--- config.mk ---
export PLATFORM = sky130hd
export DESIGN_NAME = shmem_doorbell_regs
export DESIGN_NICKNAME = d
export VERILOG_FILES = /design/src/rtl/shmdb_pkg.sv /design/src/rtl/shmdb_decode.sv /design/src/rtl/shmdb_irq_regs.sv /design/src/rtl/shmdb_doorbell.sv /design/src/rtl/shmem_doorbell_regs.sv
export SDC_FILE = /design/constraint.sdc
export NUM_CORES = 1
export LEC_CHECK = 0
export BUFFER_PORTS_ARGS = -buffer_cell sky130_fd_sc_hd__buf_4
export CAP_MARGIN = 20
export CELL_PAD_IN_SITES_DETAIL_PLACEMENT = 2
export CELL_PAD_IN_SITES_GLOBAL_PLACEMENT = 2
export CORE_AREA = 2 2 115 117
export DETAILED_ROUTE_END_ITERATION = 8
export DIE_AREA = 0 0 117 119
export HOLD_SLACK_MARGIN = 0.06
export PLACE_DENSITY_LB_ADDON = 0.15
export SETUP_SLACK_MARGIN = 0.1
export SLEW_MARGIN = 40
export SYNTH_ARGS = -nofsm -noshare
export SYNTH_HDL_FRONTEND = slang
export SYNTH_SLANG_ARGS = --single-unit
export TNS_END_PERCENT = 100
--- constraint.sdc ---
create_clock -name clk -period 5.4 [get_ports clk]
set_input_delay 1.08 -clock clk [delete_from_list [all_inputs] [get_ports clk]]
set_output_delay 1.08 -clock clk [all_outputs]
set_load 0.03 [all_outputs]
--- src/rtl/shmdb_pkg.sv ---
package shmdb_pkg;
  localparam int DATA_W = 32;
  localparam int ADDR_W = 8;

  localparam logic [ADDR_W-1:0] OFS_ENABLE = 8'h00;
  localparam logic [ADDR_W-1:0] OFS_STATUS = 8'h04;
  localparam logic [ADDR_W-1:0] OFS_POSN   = 8'h08;
  localparam logic [ADDR_W-1:0] OFS_BELL   = 8'h0C;

  typedef struct packed {
    logic enable;
    logic status;
    logic posn;
    logic bell;
  } reg_sel_t;
endpackage

--- src/rtl/shmdb_decode.sv ---
module shmdb_decode
  import shmdb_pkg::*;
(
  input  logic [ADDR_W-1:0] addr,
  output reg_sel_t          sel
);
  always_comb begin
    sel        = '0;
    sel.enable = (addr == OFS_ENABLE);
    sel.status = (addr == OFS_STATUS);
    sel.posn   = (addr == OFS_POSN);
    sel.bell   = (addr == OFS_BELL);
  end
endmodule

--- src/rtl/shmdb_irq_regs.sv ---
module shmdb_irq_regs
  import shmdb_pkg::*;
(
  input  logic              clk,
  input  logic              rst_n,
  input  logic              wr_enable,
  input  logic              wr_status,
  input  logic              rd_status,
  input  logic [DATA_W-1:0] wdata,
  output logic [DATA_W-1:0] enable_q,
  output logic [DATA_W-1:0] status_q,
  output logic              irq
);
  logic [DATA_W-1:0] enable_d, status_d;
  logic              enable_ce, status_ce;

  always_comb begin
    enable_ce = wr_enable;
    enable_d  = wdata;
    status_ce = wr_status | rd_status;
    status_d  = wr_status ? wdata : '0;
  end

  always_ff @(posedge clk or negedge rst_n) begin
    if (!rst_n) begin
      enable_q <= '0;
      status_q <= '0;
    end else begin
      if (enable_ce) enable_q <= enable_d;
      if (status_ce) status_q <= status_d;
    end
  end

  assign irq = |(enable_q & status_q);
endmodule

--- src/rtl/shmdb_doorbell.sv ---
module shmdb_doorbell
  import shmdb_pkg::*;
#(
  parameter int PEER_W      = 16,
  parameter int NUM_VECTORS = 2,
  parameter int VEC_W       = 1
) (
  input  logic              clk,
  input  logic              rst_n,
  input  logic              wr_bell,
  input  logic [DATA_W-1:0] wdata,
  output logic              bell_valid,
  output logic [PEER_W-1:0] bell_peer,
  output logic [VEC_W-1:0]  bell_vector
);
  logic [15:0]       vec_field;
  logic              vec_ok;
  logic              valid_d;
  logic [PEER_W-1:0] peer_d;
  logic [VEC_W-1:0]  vec_d;

  always_comb begin
    vec_field = wdata[15:0];
    vec_ok    = ({16'd0, vec_field} < 32'(NUM_VECTORS));
    valid_d   = wr_bell & vec_ok;
    peer_d    = valid_d ? wdata[16 +: PEER_W] : '0;
    vec_d     = valid_d ? vec_field[VEC_W-1:0] : '0;
  end

  always_ff @(posedge clk or negedge rst_n) begin
    if (!rst_n) begin
      bell_valid  <= 1'b0;
      bell_peer   <= '0;
      bell_vector <= '0;
    end else begin
      bell_valid  <= valid_d;
      bell_peer   <= peer_d;
      bell_vector <= vec_d;
    end
  end
endmodule

--- src/rtl/shmem_doorbell_regs.sv ---
module shmem_doorbell_regs
  import shmdb_pkg::*;
#(
  parameter int PEER_W      = 16,
  parameter int NUM_VECTORS = 2,
  localparam int VEC_W      = (NUM_VECTORS > 1) ? $clog2(NUM_VECTORS) : 1
) (
  input  logic              clk,
  input  logic              rst_n,
  input  logic [PEER_W-1:0] peer_id,
  input  logic              bus_wr,
  input  logic              bus_rd,
  input  logic [ADDR_W-1:0] bus_addr,
  input  logic [DATA_W-1:0] bus_wdata,
  output logic              rd_valid,
  output logic [DATA_W-1:0] rd_data,
  output logic              irq,
  output logic              bell_valid,
  output logic [PEER_W-1:0] bell_peer,
  output logic [VEC_W-1:0]  bell_vector
);
  logic [1:0]        rst_sync_q;
  logic              rst_int_n;
  reg_sel_t          sel;
  logic              rd_en;
  logic [DATA_W-1:0] enable_q, status_q;
  logic [DATA_W-1:0] rdata_d;

  always_ff @(posedge clk or negedge rst_n) begin
    if (!rst_n) rst_sync_q <= 2'b00;
    else        rst_sync_q <= {rst_sync_q[0], 1'b1};
  end
  assign rst_int_n = rst_sync_q[1];

  shmdb_decode u_dec (.addr(bus_addr), .sel(sel));

  assign rd_en = bus_rd & ~bus_wr;

  shmdb_irq_regs u_irq (
    .clk       (clk),
    .rst_n     (rst_int_n),
    .wr_enable (bus_wr & sel.enable),
    .wr_status (bus_wr & sel.status),
    .rd_status (rd_en & sel.status),
    .wdata     (bus_wdata),
    .enable_q  (enable_q),
    .status_q  (status_q),
    .irq       (irq)
  );

  shmdb_doorbell #(
    .PEER_W      (PEER_W),
    .NUM_VECTORS (NUM_VECTORS),
    .VEC_W       (VEC_W)
  ) u_bell (
    .clk         (clk),
    .rst_n       (rst_int_n),
    .wr_bell     (bus_wr & sel.bell),
    .wdata       (bus_wdata),
    .bell_valid  (bell_valid),
    .bell_peer   (bell_peer),
    .bell_vector (bell_vector)
  );

  always_comb begin
    rdata_d = '0;
    if (rd_en) begin
      unique case (1'b1)
        sel.enable: rdata_d = enable_q;
        sel.status: rdata_d = status_q;
        sel.posn:   rdata_d = {{(DATA_W-PEER_W){1'b0}}, peer_id};
        default:    rdata_d = '0;
      endcase
    end
  end

  always_ff @(posedge clk or negedge rst_int_n) begin
    if (!rst_int_n) begin
      rd_valid <= 1'b0;
      rd_data  <= '0;
    end else begin
      rd_valid <= rd_en;
      rd_data  <= rdata_d;
    end
  end
endmodule

==> metrics, run 1 <==
Hold Buf Count CTS 0; grt total ovfl 0; CTS root buf clkbuf_16; top_reg_cell synth dfrtp_1; Max Slew Vio Count 0; critical path class register to output port; number of flops mapped to enable cells by yosys 0; Initial Util between 30% and 40%; Die W 117 um; Reg2Reg Depth 1; setup bufs post-CTS 0; FF-to-FF Start rst_sync_q[1]; Startpoint Class register; io pins ~110; stages on the worst setup path 4; Die Span Y 119 um; cell chain of the critical path a22oi_1, nand4_1, or4_1, buf_4; Cell variety after synth 28; Max stage delay on crit path 0.57 ns; Worst VDD drop 0.207 mV; Final Hold Fails 0; synth warn 0; Fmax achieved 0.322 GHz; TNS Setup 0 ns; htree depth 4; slew margin rel. 44.6%; synthesized area 4740 um^2; Max Fanout on Critical Path 3; total track usage 22.9%; first-pass GRT wire length between 20,000 and 25,000 um; WL final around 15,000 um; Clock Latency Late Sink 0.41 ns; critical path's top delay family simple AND/OR/NAND/NOR gates; Post-synth ARST share 100%; Power Total 0.00229 W; post-CTS sizing 0; Crit. End Element output port; CTS tree built; run status complete, no violations; Final Cycle Share 57.5%; Setup violations, final 0; cell count after placement 643; IO Port Bufs 111; Seq cells post-synth approximately 120; syn_nets 434; worst path bufs/invs 1; n_diodes 0; Layout Area Growth over Synthesis 34.8%; Post-DRT Antenna Nets 0; critical path endpoint irq; worst slew pin tran 0.828 ns; Tightest Hold Check Type register to register; Via density 5.18; Place WS 2.31 ns; cell count after synthesis 374; ratio of cells with drive above 1 in the final layout 40.0%; Final nets 546; Iter 0 DRT Violations 135; RSZ-0062 raised after global routing false; vias in the first global route 4,071; core area 12,900 um^2; initial antenna violation count 0; final worst slack 2.30 ns; Hold Path Depth 0; Fin Clk Skew 0.00603 ns; reg2reg setup slack around 4 ns; routability cong. 0.753; # rows 42; first-pass detailed-route iteration total 4; leak pwr ~3.2 nW; r2r endpoint u_irq.status_q[11]; vias post-DR 3,490; wire per inst 22.1 um; crit path time final around 3.1 ns; post-synthesis sequential area ratio 61.8%; max_cap viols 0; CTS Buf Count 17; largest net degree at the start of global routing 63; clock-pin slew on the worst setup and hold paths about 0.060 ns; Residual DRC 0; Pwr Density 358 nW/um^2; slowest cell on the critical path or4_1; Non-Filler Instances 674; WP data arrival 2.02 ns; CP Data Required Time 4.32 ns; clk sink count 117; Bufs on Longest Clock Path 2; crit path launch u_irq.enable_q[19]; Post-Synthesis Mean Instance Area 12.7 um^2; Total Die Area around 14,000 um^2; DP HPWL 9690 um
## routing by layer
metal / up-vias / GRT usage, % / part of all wire (%)
met4: 0 / 6.25 / 1.3
met1: 1817 / 28.7 / 42
li1: 1556 / - / -
met3: 14 / 5.65 / 4.2
met2: 103 / 39.1 / 52
met5: - / 0 / 0
## cell usage after synthesis, types with 2 or more instances
master / count / area [um^2]
a21oi_1: 16 / 80.1
a22o_1: 32 / 280
a22oi_1: 16 / 120
buf_2: 11 / 55.1
clkbuf_1: 11 / 41.3
dfrtp_1: 117 / 2930
inv_1: 17 / 63.8
mux2_2: 31 / 349
mux2i_1: 32 / 320
nand2_1: 17 / 63.8
nand3_1: 2 / 10.0
nand4_1: 5 / 31.3
nor2_1: 18 / 67.6
nor2b_1: 2 / 12.5
nor3_1: 17 / 85.1
nor4_1: 3 / 18.8
or2_2: 16 / 100
## logic make-up (layout without fill, tap and decap cells)
kind of cell | count (synthesis) | count (layout) | share of synthesized area, %
flops | 117 | 117 | 61.8
buf+inv | 39 | 163 | 3.38
mux | 64 | 64 | 14.4
other cells | 1 | 1 | 0.0791
simple gates | 88 | 88 | 10.1
compound gates | 65 | 65 | 10.3
## state kept, by name, summed over array words and instances, names as in the netlist
signal and flops:
u_bell.bell_valid 1, rd_data 32, u_irq.enable_q 32, u_bell.bell_vector 1
rst_sync_q 2, u_bell.bell_peer 16, rd_valid 1, u_irq.status_q 32
## layout make-up
| cell class | count | area, um^2 |
|---|---|---|
| inverter | 17 | 63.8 |
| sequential | 117 | 2930 |
| multi-input combinational | 218 | 1660 |
| timing repair buffer | 115 | 867 |
| fill | 1259 | 6490 |
| clock inverter | 12 | 205 |
| clock buffer | 19 | 433 |
| tap | 176 | 220 |
## layout by cell type (no fill, tap or decap), drive strengths merged, types with 2 or more instances in the layout
cell type	n
dfrtp	117
buf	115
mux2i	32
a22o	32
mux2	32
clkbuf	19
nor2	18
nor3	18
inv	17
nand2	17
or2	16
a21oi	16
a22oi	16
nand4	6
bufinv	5
clkinv	5
nor4	4
clkinvlp	2
nand3	2
nor2b	2
## through the flow
stage	hold slack, ns	cell area [um^2]	util [%]
6_report	0.352	6380	49.6
5_1_grt	0.373	6380	49.6
4_1_cts	0.360	6380	49.5
3_5_place_dp	0.346	5740	44.6
3_3_place_gp	0.338	5740	44.5
2_1_floorplan	0.331	4740	-
## power breakdown
group / total (W) / switching (W) / internal, W
registers: 0.000932 / 0.0000304 / 0.000902
clock network: 0.00123 / 0.000411 / 0.000817
logic: 0.000127 / 0.0000629 / 0.0000639
total: 0.00229 / 0.000504 / 0.00178
## worst min-delay path by stage
stage / start / to / slack, ns
2_1_floorplan: rst_sync_q[0] / rst_sync_q[1] / 0.33
3_3_place_gp: rst_sync_q[0] / rst_sync_q[1] / 0.34
3_5_place_dp: rst_sync_q[0] / rst_sync_q[1] / 0.35
4_1_cts: rst_sync_q[0] / rst_sync_q[1] / 0.36
5_1_grt: rst_sync_q[0] / rst_sync_q[1] / 0.37
6_report: rst_sync_q[0] / rst_sync_q[1] / 0.35
No activity file was read; power rests on OpenSTA's default activity.
==> run 2: changes to the inputs <==
--- a/config.mk
+++ b/config.mk
@@ -9,9 +9,9 @@
 export CAP_MARGIN = 20
 export CELL_PAD_IN_SITES_DETAIL_PLACEMENT = 2
 export CELL_PAD_IN_SITES_GLOBAL_PLACEMENT = 2
-export CORE_AREA = 2 2 115 117
+export CORE_AREA = 2 2 120 122
 export DETAILED_ROUTE_END_ITERATION = 8
-export DIE_AREA = 0 0 117 119
+export DIE_AREA = 0 0 122 124
 export HOLD_SLACK_MARGIN = 0.06
 export PLACE_DENSITY_LB_ADDON = 0.15
 export SETUP_SLACK_MARGIN = 0.1
==> constraint.sdc (replaced) <==
create_clock -name clk -period 3.05 [get_ports clk]
set_input_delay 0.61 -clock clk [delete_from_list [all_inputs] [get_ports clk]]
set_output_delay 0.61 -clock clk [all_outputs]
set_load 0.03 [all_outputs]
==> metrics, run 2 (synthesis results as in run 1) <==
Die W 122 um (+4.3%); wire per inst 20.0 um (-9.3%); vias post-DR 3,403 (-2.5%); DP HPWL 9370 um (-3.3%); Post-DRT Antenna Nets 0 (unchanged); Max Fanout on Critical Path 3 (unchanged); RSZ-0062 raised after global routing false; worst slew pin tran 0.624 ns (-0.205 ns); Tightest Hold Check Type register to asynchronous set/reset pin; Hold Buf Count CTS 1 (+1); # rows 43 (+2.4%); leak pwr 3.22 nW (+0.79%); IO Port Bufs 111 (unchanged); first-pass GRT wire length 21,500 um (-8.4%); Largest regs rd_data (32), u_irq.enable_q (32), u_irq.status_q (32); Clock Latency Late Sink 0.41 ns (about the same); core area 13,700 um^2 (+6.6%); CP Data Required Time 2.44 ns (-1.88 ns); Fmax achieved 0.380 GHz; Iter 0 DRT Violations 134 (-0.74%); Die Span Y 124 um (+4.2%); Total Die Area 15,100 um^2 (+8.7%); total track usage 19.4% (-3.5 points); Via density 4.98 (-3.9%); leading cell type in the layout, fill and taps excluded buf_4; Final Hold Fails 0 (unchanged); setup bufs post-CTS 0 (unchanged); Residual DRC 0 (unchanged); Final Cycle Share 86.2%; ratio of cells with drive above 1 in the final layout 39.9% (-0.079 points); vias in the first global route 3,811 (-6.4%); Initial Util 34.5% (-2.3 points); io pins 112 (unchanged); slowest cell on the critical path or4_1; CTS root buf clkbuf_16; Max stage delay on crit path 0.58 ns (about the same); Non-Filler Instances 684 (+1.5%); Max Slew Vio Count 0 (unchanged); n_diodes 0 (unchanged); Bufs on Longest Clock Path 2 (unchanged); initial antenna violation count 0 (unchanged); critical path's top delay family simple AND/OR/NAND/NOR gates; WL final 13,700 um (-7.9%); CTS Buf Count 17 (unchanged); first-pass detailed-route iteration total 4 (unchanged); Fin Clk Skew 0.00469 ns (-0.00133 ns); htree depth 4 (unchanged); cell chain of the critical path a22oi_1, nand4_1, or4_1, buf_4; routability cong. 0.745 (-1.1%); CTS tree built; Final nets 551 (+0.92%); run status complete, no violations; Worst VDD drop 0.319 mV (+54%); grt total ovfl 0 (unchanged); TNS Setup 0 ns (unchanged); largest net degree at the start of global routing 77 (+22%); max_cap viols 0 (unchanged); critical path class register to output port; Pwr Density 620 nW/um^2 (+73%); Layout Area Growth over Synthesis 35.6%; WP data arrival 2.02 ns (about the same); worst path bufs/invs 1 (unchanged); post-CTS sizing 0 (unchanged); clk sink count 117 (unchanged); Startpoint Class register; slew margin rel. 58.4% (+14 points); most frequent cells in the layout buf_4, dfrtp_1, mux2i_1, a22o_1, mux2_2; crit path time final 2.63 ns; Setup violations, final 0 (unchanged); clock-pin slew on the worst setup and hold paths 0.05 ns (about the same); Crit. End Element output port; cell count after placement 651 (+1.2%)
==> run 2: cell types whose count changed in the layout (fill, tap and decap cells not counted), moves of 2 or more <==
| cell | change |
|---|---|
| buf_4 | +4 |
| clkbuf_8 | +3 |
| clkinv_4 | -3 |
| clkbuf_1 | +2 |
==> run 2: area by class of cell <==
cell class	count	area, um^2
Tap cell	180	225
Timing Repair Buffer	120	916
Clock buffer	24	482
Fill cell	1387	7300
Multi-Input combinational cell	218	1660
Clock inverter	8	146
Sequential cell	117	2930
Inverter	17	63.8
==> run 2: stage by stage <==
stage	hold slack [ns]	cell area, um^2	setup slack (ns)	total power (W)	util [%]
final	0.318	6420	0.422	0.00398	46.8
after floorplan	0.314	4740	1.10	0.00177	-
after detailed placement	0.343	5790	0.697	0.00190	42.2
after global placement	0.336	5780	0.736	0.00189	42.2
after CTS	0.342	6420	0.385	0.00403	46.8
after global routing	0.367	6420	0.303	0.00412	46.8
==> run 2: path summary, 6_finish.rpt <==
kind,depth (start not counted),slack [ns],end,start
worst max-delay path,4,0.42,irq,u_irq.status_q[19]
worst min-delay path,0,0.32,u_bell.bell_vector,rst_sync_q[1]
worst max register to register,1,1.90,u_irq.enable_q[31],rst_sync_q[1]
worst min register to register,0,0.32,u_bell.bell_vector,rst_sync_q[1]
max in group asynchronous,1,1.90,u_irq.enable_q[31],rst_sync_q[1]
min in group clk,0,0.35,rst_sync_q[1],rst_sync_q[0]
==> run 2: where the power goes <==
group | leakage, nW | switching, W | internal [W]
logic | 1.30 | 0.000111 | 0.000115
registers | 1.62 | 0.0000478 | 0.00160
clock network | 0.304 | 0.000682 | 0.00143
total | 3.22 | 0.000841 | 0.00314
==> run 2: metal layers <==
metal	share of wire [%]	global-route usage [%]	vias to the layer above	wire length [um]
li1	-	-	1566	-
met4	1.4	6.54	0	191
met3	5.6	5.40	19	761
met2	49	32.0	90	6770
met5	0	0	-	0
met1	44	24.6	1728	5970
==> run 3: changes to the inputs <==
--- a/config.mk
+++ b/config.mk
@@ -9,9 +9,9 @@
 export CAP_MARGIN = 20
 export CELL_PAD_IN_SITES_DETAIL_PLACEMENT = 2
 export CELL_PAD_IN_SITES_GLOBAL_PLACEMENT = 2
-export CORE_AREA = 2 2 120 122
+export CORE_AREA = 3 3 121 123
 export DETAILED_ROUTE_END_ITERATION = 8
-export DIE_AREA = 0 0 122 124
+export DIE_AREA = 0 0 124 126
 export HOLD_SLACK_MARGIN = 0.06
 export PLACE_DENSITY_LB_ADDON = 0.15
 export SETUP_SLACK_MARGIN = 0.1
==> metrics, run 3 (synthesis results as in run 1) <==
footprint of the multi-input gates 1660 um^2 (-0.15%); Fin Clk Skew 0.00485 ns (+0.000158 ns); Fill cells 1,390 (+0.22%); Tightest Hold Check Type register to asynchronous set/reset pin; CP Data Required Time 2.44 ns (about the same); post-CTS sizing 0 (unchanged); final worst slack 0.336 ns (-0.0850 ns); leak pwr 3.25 nW (+0.87%); critical path class register to output port; Die Span Y 126 um (+1.6%); first-pass detailed-route iteration total 4 (unchanged); Layout Area Growth over Synthesis 36.2%; max_cap viols 0 (unchanged); WP data arrival 2.10 ns (+0.08 ns); cell chain of the critical path a22oi_1, nand4_1, or4_1, buf_4; clk sink count 117 (unchanged); CTS Buf Count 17 (unchanged); total track usage 19.5% (+0.14 points); fin util 46.9% (about the same); slew margin rel. 60.2% (+1.8 points); CTS tree built; Post-DRT Antenna Nets 0 (unchanged); Iter 0 DRT Violations 132 (-1.5%); Largest regs rd_data (32), u_irq.enable_q (32), u_irq.status_q (32); WL final 14,400 um (+5.1%); Fmax achieved 0.369 GHz (-3.1%); wire per inst 20.9 um (+4.6%); Initial Util 34.4% (-0.13 points); clock-pin slew on the worst setup and hold paths 0.05 ns (about the same); run status complete, no violations; Residual DRC 0 (unchanged); Max Fanout on Critical Path 3 (unchanged); first-pass GRT wire length 22,800 um (+6.2%); Crit. End Element output port; Final Cycle Share 89.0% (+2.8 points); n_diodes 0 (unchanged); vias post-DR 3,501 (+2.9%); largest net degree at the start of global routing 45 (-42%); Total Die Area 15,600 um^2 (+3.3%); Startpoint Class register; crit path time final 2.71 ns (+0.0850 ns); Via density 5.10 (+2.4%); Max Slew Vio Count 0 (unchanged); Pwr Density 620 nW/um^2 (about the same); Final nets 554 (+0.54%); slowest cell on the critical path or4_1; RSZ-0062 raised after global routing false; vias in the first global route 3,952 (+3.7%); routability cong. 0.764 (+2.6%); TNS Setup 0 ns (unchanged); Bufs on Longest Clock Path 2 (unchanged); worst path bufs/invs 1 (unchanged); Setup violations, final 0 (unchanged); worst slew pin tran 0.597 ns (-0.0270 ns); initial antenna violation count 0 (unchanged); grt total ovfl 0 (unchanged); Clock Latency Late Sink 0.41 ns (about the same); most frequent cells in the layout buf_4, dfrtp_1, mux2i_1, a22o_1, mux2_2; core area 13,800 um^2 (+0.39%); io pins 112 (unchanged); Worst VDD drop 0.331 mV (+3.7%); # rows 43 (unchanged); Final Hold Fails 0 (unchanged); critical path's top delay family simple AND/OR/NAND/NOR gates; IO Port Bufs 111 (unchanged); CTS root buf clkbuf_16; leading cell type in the layout, fill and taps excluded buf_4; DP HPWL 9670 um (+3.2%); ratio of cells with drive above 1 in the final layout 40.8% (+0.95 points); Place WS 0.647 ns (-0.0500 ns); Die W 124 um (+1.6%); Max stage delay on crit path 0.57 ns (about the same); htree depth 4 (unchanged); Sequential Area 2930 um^2 (unchanged)
[run 3: cell count changes in the layout (fill, tap and decap cells not counted)]
| cell | change |
|---|---|
| clkbuf_1 | -4 |
| clkinv_2 | +2 |
| nor2b_1 | +1 |
| clkbuf_8 | +4 |
| bufinv_16 | -1 |
| nor2b_2 | -1 |
| buf_4 | +3 |
| clkinv_4 | -1 |
[run 3: repair_timing]
item	CTS	global route
hold endpoints to repair	2	0
endpoints found under the setup margin	0	0
setup buffers	0	0
hold buffers	1	0
[run 3: power by group]
group | total (W) | internal [W] | switching, W | leakage, nW
Sequential | 0.00165 | 0.00160 | 0.0000491 | 1.62
Combinational | 0.000232 | 0.000118 | 0.000114 | 1.32
Clock | 0.00213 | 0.00143 | 0.000694 | 0.318
Total | 0.00400 | 0.00315 | 0.000858 | 3.25
[run 3: cell type report]
class / count / area share, %
multi-input combinational: 218 / 25.7
clock buffer: 24 / 8.08
inverter: 17 / 0.989
tap: 180 / 3.49
clock inverter: 8 / 1.82
sequential: 117 / 45.4
timing repair buffer: 123 / 14.5
[run 3: per-stage QoR]
stage / hold WS (ns) / total power [W] / instances / cell area [um^2]
after CTS: 0.353 / 0.00405 / 686 / 6450
after global routing: 0.366 / 0.00414 / 687 / 6450
after global placement: 0.336 / 0.00189 / 653 / 5800
after detailed placement: 0.340 / 0.00190 / 653 / 5800
after floorplan: 0.314 / 0.00177 / 374 / 4740
final: 0.332 / 0.00400 / 687 / 6450
[run 3: path summary, 6_finish.rpt]
kind / startpoint / to / slack [ns] / cells after the start
max: u_irq.status_q[29] / irq / 0.34 / 4
min: rst_sync_q[1] / u_irq.status_q[20] / 0.33 / 0
max reg2reg: rst_sync_q[1] / rd_data[12] / 2.01 / 1
min reg2reg: rst_sync_q[1] / u_irq.status_q[20] / 0.33 / 0
max in group asynchronous: rst_sync_q[1] / rd_data[12] / 2.01 / 1
min in group clk: rst_sync_q[0] / rst_sync_q[1] / 0.35 / 0
[run 3: per-layer routing]
layer	up-vias	share of wire [%]	GRT usage [%]	wire [um]
li1	1569	-	-	-
met1	1826	43	25.4	6240
met2	92	51	32.3	7350
met3	14	4.4	4.58	631
met4	0	1.1	5.93	161
met5	-	0	0	0
